===== src/rtl/lpag_pkg.sv =====
package lpag_pkg;
  localparam int BPS_W   = 3;
  localparam int MIN_BPS = 2;
  localparam int MAX_BPS = 6;

  typedef enum logic {
    FB_SHIFT = 1'b0,
    FB_SPREAD = 1'b1
  } fb_mode_t;
endpackage


===== src/rtl/lpag_lfsr.sv =====
module lpag_lfsr
  import lpag_pkg::*;
#(
  parameter int W = 16
) (
  input  logic         clk,
  input  logic         rst,
  input  logic         load,
  input  logic [W-1:0] seed,
  input  logic         step,
  input  fb_mode_t     mode,
  input  logic [W-1:0] taps,
  output logic [W-1:0] state
);

  logic [W-1:0] shift_next;
  logic [W-1:0] spread_next;

  always_comb begin
    shift_next  = {state[W-2:0], ^(state & taps)};
    spread_next = {state[W-2:0], 1'b0} ^ (taps & {W{state[W-1]}});
  end

  always_ff @(posedge clk) begin
    if (rst) begin
      state <= {{(W-1){1'b0}}, 1'b1};
    end else if (load) begin
      state <= seed;
    end else if (step) begin
      state <= (mode == FB_SPREAD) ? spread_next : shift_next;
    end
  end

  AST_SEED_LOAD: assert property (@(posedge clk) disable iff (rst)
    load |=> state == $past(seed));
  AST_STATE_HOLD: assert property (@(posedge clk) disable iff (rst)
    (!load && !step) |=> $stable(state));

endmodule


===== src/rtl/lpag_bitperm.sv =====
module lpag_bitperm #(
  parameter int W     = 16,
  parameter int SEL_W = 4
) (
  input  logic [W-1:0]       din,
  input  logic [W*SEL_W-1:0] map,
  output logic [W-1:0]       dout
);

  for (genvar j = 0; j < W; j++) begin : g_bit
    logic [SEL_W-1:0] sel;
    assign sel = map[j*SEL_W +: SEL_W];
    always_comb begin
      dout[j] = 1'b0;
      for (int i = 0; i < W; i++) begin
        if (sel == SEL_W'(i)) dout[j] = din[i];
      end
    end
  end

endmodule


===== src/rtl/lpag_expand.sv =====
module lpag_expand
  import lpag_pkg::*;
#(
  parameter int W     = 16,
  parameter int OUT_W = W + BPS_W
) (
  input  logic             clk,
  input  logic             rst,
  input  logic             load,
  input  logic [W-1:0]     sym,
  input  logic [BPS_W-1:0] bps,
  input  logic             out_ready,
  output logic             out_valid,
  output logic [OUT_W-1:0] out_index,
  output logic             free
);

  logic [BPS_W-1:0] beat;
  logic             last;

  assign last = (beat == bps - BPS_W'(1));
  assign free = !out_valid || (out_ready && last);

  always_ff @(posedge clk) begin
    if (rst) begin
      out_valid <= 1'b0;
      out_index <= '0;
      beat      <= '0;
    end else if (load) begin
      out_valid <= 1'b1;
      out_index <= OUT_W'(sym) * OUT_W'(bps);
      beat      <= '0;
    end else if (out_valid && out_ready) begin
      if (last) begin
        out_valid <= 1'b0;
      end else begin
        out_index <= out_index + OUT_W'(1);
        beat      <= beat + BPS_W'(1);
      end
    end
  end

  AST_STALL_HOLD: assert property (@(posedge clk) disable iff (rst)
    (out_valid && !out_ready) |=> (out_valid && $stable(out_index)));
  AST_STEP_UP: assert property (@(posedge clk) disable iff (rst)
    (out_valid && out_ready && !last) |=> (out_valid && out_index == $past(out_index) + OUT_W'(1)));
  AST_LOAD_FREE: assert property (@(posedge clk) disable iff (rst)
    load |-> free);

endmodule


===== src/rtl/lfsr_perm_addr_gen.sv =====
module lfsr_perm_addr_gen
  import lpag_pkg::*;
#(
  parameter int W     = 16,
  parameter int CNT_W = 16,
  localparam int SEL_W = $clog2(W),
  localparam int OUT_W = W + BPS_W
) (
  input  logic               clk,
  input  logic               rst,
  input  logic               start,
  input  logic [W-1:0]       cfg_taps,
  input  logic               cfg_galois,
  input  logic [W*SEL_W-1:0] cfg_perm,
  input  logic [W-1:0]       cfg_limit,
  input  logic [BPS_W-1:0]   cfg_bps,
  input  logic [W-1:0]       cfg_seed,
  input  logic [CNT_W-1:0]   cfg_count,
  output logic               busy,
  output logic               done,
  output logic               cfg_err,
  output logic               out_valid,
  input  logic               out_ready,
  output logic [OUT_W-1:0]   out_index
);

  logic [W-1:0]       taps_q;
  fb_mode_t           mode_q;
  logic [W*SEL_W-1:0] perm_q;
  logic [W-1:0]       limit_q;
  logic [BPS_W-1:0]   bps_q;
  logic [CNT_W-1:0]   count_q;
  logic [CNT_W-1:0]   acc_cnt;

  logic [W-1:0] state;
  logic [W-1:0] shuffled;
  logic [W-1:0] cand;
  logic         hit;
  logic         more;
  logic         exp_free;
  logic         accept;
  logic         step;
  logic         bad_cfg;
  logic         go;

  assign bad_cfg = (cfg_seed == '0) ||
                   (cfg_bps < BPS_W'(MIN_BPS)) ||
                   (cfg_bps > BPS_W'(MAX_BPS));
  assign go     = start && !busy && !bad_cfg;
  assign cand   = shuffled - W'(1);
  assign hit    = cand < limit_q;
  assign more   = acc_cnt != count_q;
  assign accept = busy && more && hit && exp_free;
  assign step   = busy && more && (!hit || exp_free);

  lpag_lfsr #(.W(W)) u_lfsr (
    .clk  (clk),
    .rst  (rst),
    .load (go),
    .seed (cfg_seed),
    .step (step),
    .mode (mode_q),
    .taps (taps_q),
    .state(state)
  );

  lpag_bitperm #(.W(W), .SEL_W(SEL_W)) u_perm (
    .din (state),
    .map (perm_q),
    .dout(shuffled)
  );

  lpag_expand #(.W(W), .OUT_W(OUT_W)) u_expand (
    .clk      (clk),
    .rst      (rst),
    .load     (accept),
    .sym      (cand),
    .bps      (bps_q),
    .out_ready(out_ready),
    .out_valid(out_valid),
    .out_index(out_index),
    .free     (exp_free)
  );

  always_ff @(posedge clk) begin
    if (rst) begin
      busy    <= 1'b0;
      done    <= 1'b0;
      cfg_err <= 1'b0;
      acc_cnt <= '0;
      taps_q  <= '0;
      mode_q  <= FB_SHIFT;
      perm_q  <= '0;
      limit_q <= '0;
      bps_q   <= BPS_W'(MIN_BPS);
      count_q <= '0;
    end else begin
      done    <= 1'b0;
      cfg_err <= 1'b0;
      if (!busy) begin
        if (start && bad_cfg) begin
          cfg_err <= 1'b1;
        end else if (go) begin
          busy    <= 1'b1;
          acc_cnt <= '0;
          taps_q  <= cfg_taps;
          mode_q  <= fb_mode_t'(cfg_galois);
          perm_q  <= cfg_perm;
          limit_q <= cfg_limit;
          bps_q   <= cfg_bps;
          count_q <= cfg_count;
        end
      end else begin
        if (accept) acc_cnt <= acc_cnt + CNT_W'(1);
        if (!more && !out_valid) begin
          busy <= 1'b0;
          done <= 1'b1;
        end
      end
    end
  end

  AST_DONE_PULSE: assert property (@(posedge clk) disable iff (rst)
    done |=> !done);
  AST_DONE_IDLE: assert property (@(posedge clk) disable iff (rst)
    done |-> (!busy && !out_valid));
  AST_ERR_IDLE: assert property (@(posedge clk) disable iff (rst)
    cfg_err |-> (!busy && !out_valid));
  AST_IDX_RANGE: assert property (@(posedge clk) disable iff (rst)
    out_valid |-> (out_index < OUT_W'(limit_q) * OUT_W'(bps_q)));
  AST_BUSY_START: assert property (@(posedge clk) disable iff (rst)
    (busy && start) |=> !cfg_err);

endmodule


===== config.mk =====
export PLATFORM = sky130hd
export DESIGN_NAME = lfsr_perm_addr_gen
export DESIGN_NICKNAME = d
export VERILOG_FILES = /design/src/rtl/lpag_pkg.sv /design/src/rtl/lpag_lfsr.sv /design/src/rtl/lpag_bitperm.sv /design/src/rtl/lpag_expand.sv /design/src/rtl/lfsr_perm_addr_gen.sv
export SDC_FILE = /design/constraint.sdc
export NUM_CORES = 1
export LEC_CHECK = 0
export BUFFER_PORTS_ARGS = -buffer_cell sky130_fd_sc_hd__buf_4
export CAP_MARGIN = 20
export CORE_MARGIN = 2
export CORE_UTILIZATION = 40
export DETAILED_ROUTE_END_ITERATION = 10
export PLACE_DENSITY = 0.66
export SETUP_SLACK_MARGIN = 0.2
export SLEW_MARGIN = 20
export SYNTH_ARGS = -nofsm -noshare
export SYNTH_HDL_FRONTEND = slang
export SYNTH_SLANG_ARGS = --single-unit

===== constraint.sdc =====
create_clock -name clk -period 9.5 [get_ports clk]
set_clock_uncertainty 0.2 [all_clocks]
set_input_delay 0.475 -clock clk [delete_from_list [all_inputs] [get_ports clk]]
set_output_delay 0.475 -clock clk [all_outputs]
set_load 0.02 [all_outputs]

==> key figures <==
Run status
  – Run status: finished, final reports clean

Floorplanning
  – Die width: 172.5 microns
  – Die Area: 29740 sq um
  – CORE AREA: 27860 sq um
  – Boundary Pins: about 160
  – Num rows: 61
  – Starting Density: 0.4075
  – Chip height: 172.5 microns

Worst hold path
  – Min-delay src: cfg_perm[31]
  – End of the worst hold path: perm_q[31]$_SDFFE_PP0P_
  – Hold WC Path Type: primary input to flip-flop
  – Hold path cells: 3

Synthesis
  – EDFF count, synth: 0
  – Avg Cell Area, Syn: about 8.3 sq um
  – Distinct cells, synth: 63
  – Post-synth top flop: dfxtp_1
  – Top cells by count, synth: nand2_1, dfxtp_1, a21oi_1
  – Mapped Cells: 1367
  – Sequential element share of the synthesized area: 0.3069
  – Most frequent cell after synthesis: nand2_1
  – Yosys top cell area share: 0.3069
  – Synth Register Bits: 174
  – Mapped Nets: 1556
  – Post-Synthesis Cell Area: 11350 sq um
  – Post-synth top area cell: dfxtp_1
  – Ranking of synthesized cells by area: dfxtp_1, mux4_2, nand2_1, a21oi_1, ha_1
  – Yosys warns: 0
  – Ys async rst share: 0

Worst setup path
  – CP Data Required Time: 9.68 ns
  – Critical Path Start: u_lfsr.state[14]$_SDFFE_PP0P_
  – CP Data Arrival Time: roughly 6.3 ns
  – Crit path kind: flip-flop to flip-flop
  – Startpoint class of the critical path: flip-flop
  – Critical path fanouts, max: 25
  – R2r setup slk: 3.39 ns
  – Reg-to-Reg Start: u_lfsr.state[14]$_SDFFE_PP0P_
  – RR Endpoint: u_expand.out_index[15]$_SDFFE_PP0P_
  – CP endpoint kind: flip-flop
  – Reg2Reg Depth: 17

Routing
  – Routed len/inst: 17.76 microns
  – DRT iter0 DRCs: 879
  – Total number of vias: 10061
  – Drt pass-1 iters: 5
  – ANT nets after route: 0
  – Number of remaining DRC errors: 0
  – Routed Wire Length: 32530 microns
  – Vias per std cell: 5.495

Clocking
  – Clk buf depth: 2
  – CTS tree: built
  – CTS Sinks: between 150 and 200
  – Post-CTS Setup Bufs: 0
  – Clk Latency, worst-skew pair: 0.45 ns
  – Post-cts gate resize count: 0
  – # H-tree levels: 4
  – Total CTS buffers: 17
  – Hold_buf cts: 0
  – Clk slew on worst S/H paths: ~0.080 ns
  – Root Driver: clkbuf_16

Timing
  – Final hold violations: 0
  – Final period util: 0.6429
  – Setup_tns: 0 ns
  – Normalized max-slew margin: 0.3215
  – Final slew viol count: 0
  – RSZ-0062 raised after global routing: no
  – Post-layout min period: 6.107 ns
  – Max Clk Rate: approximately 160 MHz
  – Final setup viols: 0
  – Least-Margin Pin Slew: just over 1 ns

Place
  – DPL Wire Length: 23190 microns
  – IO Port Bufs: about 160
  – Final Wtd Congestion: about 0.9
  – DP Area: approximately 13000 sq um

GRT
  – Antenna violations before repair: 0
  – Overflow after GRT: 0
  – First-pass GRT wire length: about 51000 microns
  – Overall routing resource usage: 0.2195
  – Largest net degree at the start of global routing: about 110
  – Vias in the first global route: 9497

Power and ir drop
  – Worst VDD drop: 118.2 uV
  – Power Density: between 150 and 200 nW/um^2
  – Pleak: 5.049 nW

Cells and area
  – Filler Cell Count: 2727
  – Finished Cell Area: 13280 sq um
  – Layout cell share with drive strength beyond 1: 0.1906
  – Fin nets: approximately 1600
  – Antenna cells: 0
  – Area Overhead vs Synth: 17.03%

Run
  – Max-cap violations: 0
## area by class of cell
type | count | area, sq um | area share
clock inverters | 15 | 192.7 | 0.01451
repair buffers | 166 | 1250 | 0.09409
well taps | 378 | 473.0 | 0.03560
inverters | 58 | 217.7 | 0.01639
clock buffers | 17 | 425.4 | 0.03202
flip-flops and latches | 174 | 3483 | 0.2622
multi-input cells | 1023 | 7242 | 0.5452
## placed cells by master, fill, tap and decap left out, types with 19 or more instances in the layout
master / instances
xnor2_1: 52
nor4_1: 19
nand3_1: 31
nor2_1: 52
ha_1: 38
a21oi_1: 156
dfxtp_1: 174
mux4_2: 64
inv_1: 58
buf_4: 165
nand2_1: 339
xor2_1: 53
## logic make-up after synthesis
family	after synthesis	synth area share
XOR/XNOR	107	0.08444
adder cells (fa/ha/maj)	53	0.06834
buffers and inverters	170	0.05666
flip-flops	174	0.3069
AO/OA/AOI/OAI	250	0.1317
multiplexers	85	0.1459
AND/OR/NAND/NOR	528	0.2060
## per-stage QoR
| step | power [mW] | std cells | hold WS [ns] | utilization | setup slack [ns] |
|---|---|---|---|---|---|
| 6_report | 2.292 | 1831 | 0.05966 | 0.4768 | 3.393 |
| 5_1_grt | 2.408 | 1831 | 0.05654 | 0.4768 | 2.979 |
| 4_1_cts | 2.297 | 1831 | 0.05079 | 0.4764 | 3.297 |
| 3_5_place_dp | 1.554 | 1799 | 0.2502 | 0.4542 | 3.403 |
| 3_3_place_gp | 1.542 | 1799 | 0.2467 | 0.4542 | 3.600 |
| 2_1_floorplan | 1.337 | 1367 | 0.2318 | - | 4.329 |
## sequential cells by signal, indices dropped and copies added (netlist names)
signal / count
done: 1
busy: 1
cfg_err: 1
u_expand.beat: 3
limit_q: 16
mode_q: 1
u_expand.out_index: 19
acc_cnt: 16
count_q: 16
perm_q: 64
taps_q: 16
u_lfsr.state: 16
bps_q: 3
u_expand.out_valid: 1
## routing by layer
layer  track usage  routed length [microns]  vias up
met4       0.07125                      888        0
met1        0.2900                    14170     4785
met5             0                        0        -
li1              -                        -     4857
met3       0.03273                     1850       60
met2        0.3689                    15620      359
## how the worst max path moves through the flow
stage	cells past startpoint	slack, ns	to
floorplan	22	4.33	u_expand.out_index[17]$_SDFFE_PP0P_
global placement	17	3.60	u_expand.out_index[3]$_SDFFE_PP0P_
detailed placement	17	3.40	u_expand.out_index[8]$_SDFFE_PP0P_
CTS	17	3.30	u_expand.out_index[7]$_SDFFE_PP0P_
global route	17	2.98	u_expand.out_index[15]$_SDFFE_PP0P_
finish	17	3.39	u_expand.out_index[15]$_SDFFE_PP0P_
## power breakdown
part	internal [mW]	leakage, nW	total [mW]	switching (mW)
sequential	0.777	1.42	0.866	0.0894
clock	0.382	0.302	0.746	0.363
combinational	0.305	3.33	0.680	0.375
## critical path: stages (launching register included)
cell       delay [ns]
dfxtp_1          0.57
mux4_2           0.57
mux4_2           0.54
a211oi_2         0.30
o2111ai_2        0.23
nor4_4           0.38
nand2_1          0.11
xnor2_1          0.36
ha_1             0.32
a211oi_1         0.24
o21a_1           0.16
o21ai_0          0.08
a221oi_1         0.36
o211ai_1         0.15
buf_4            0.23
nand2b_1         0.59
a221o_1          0.52
a21oi_1          0.10
(Power assumes the default switching activity.)
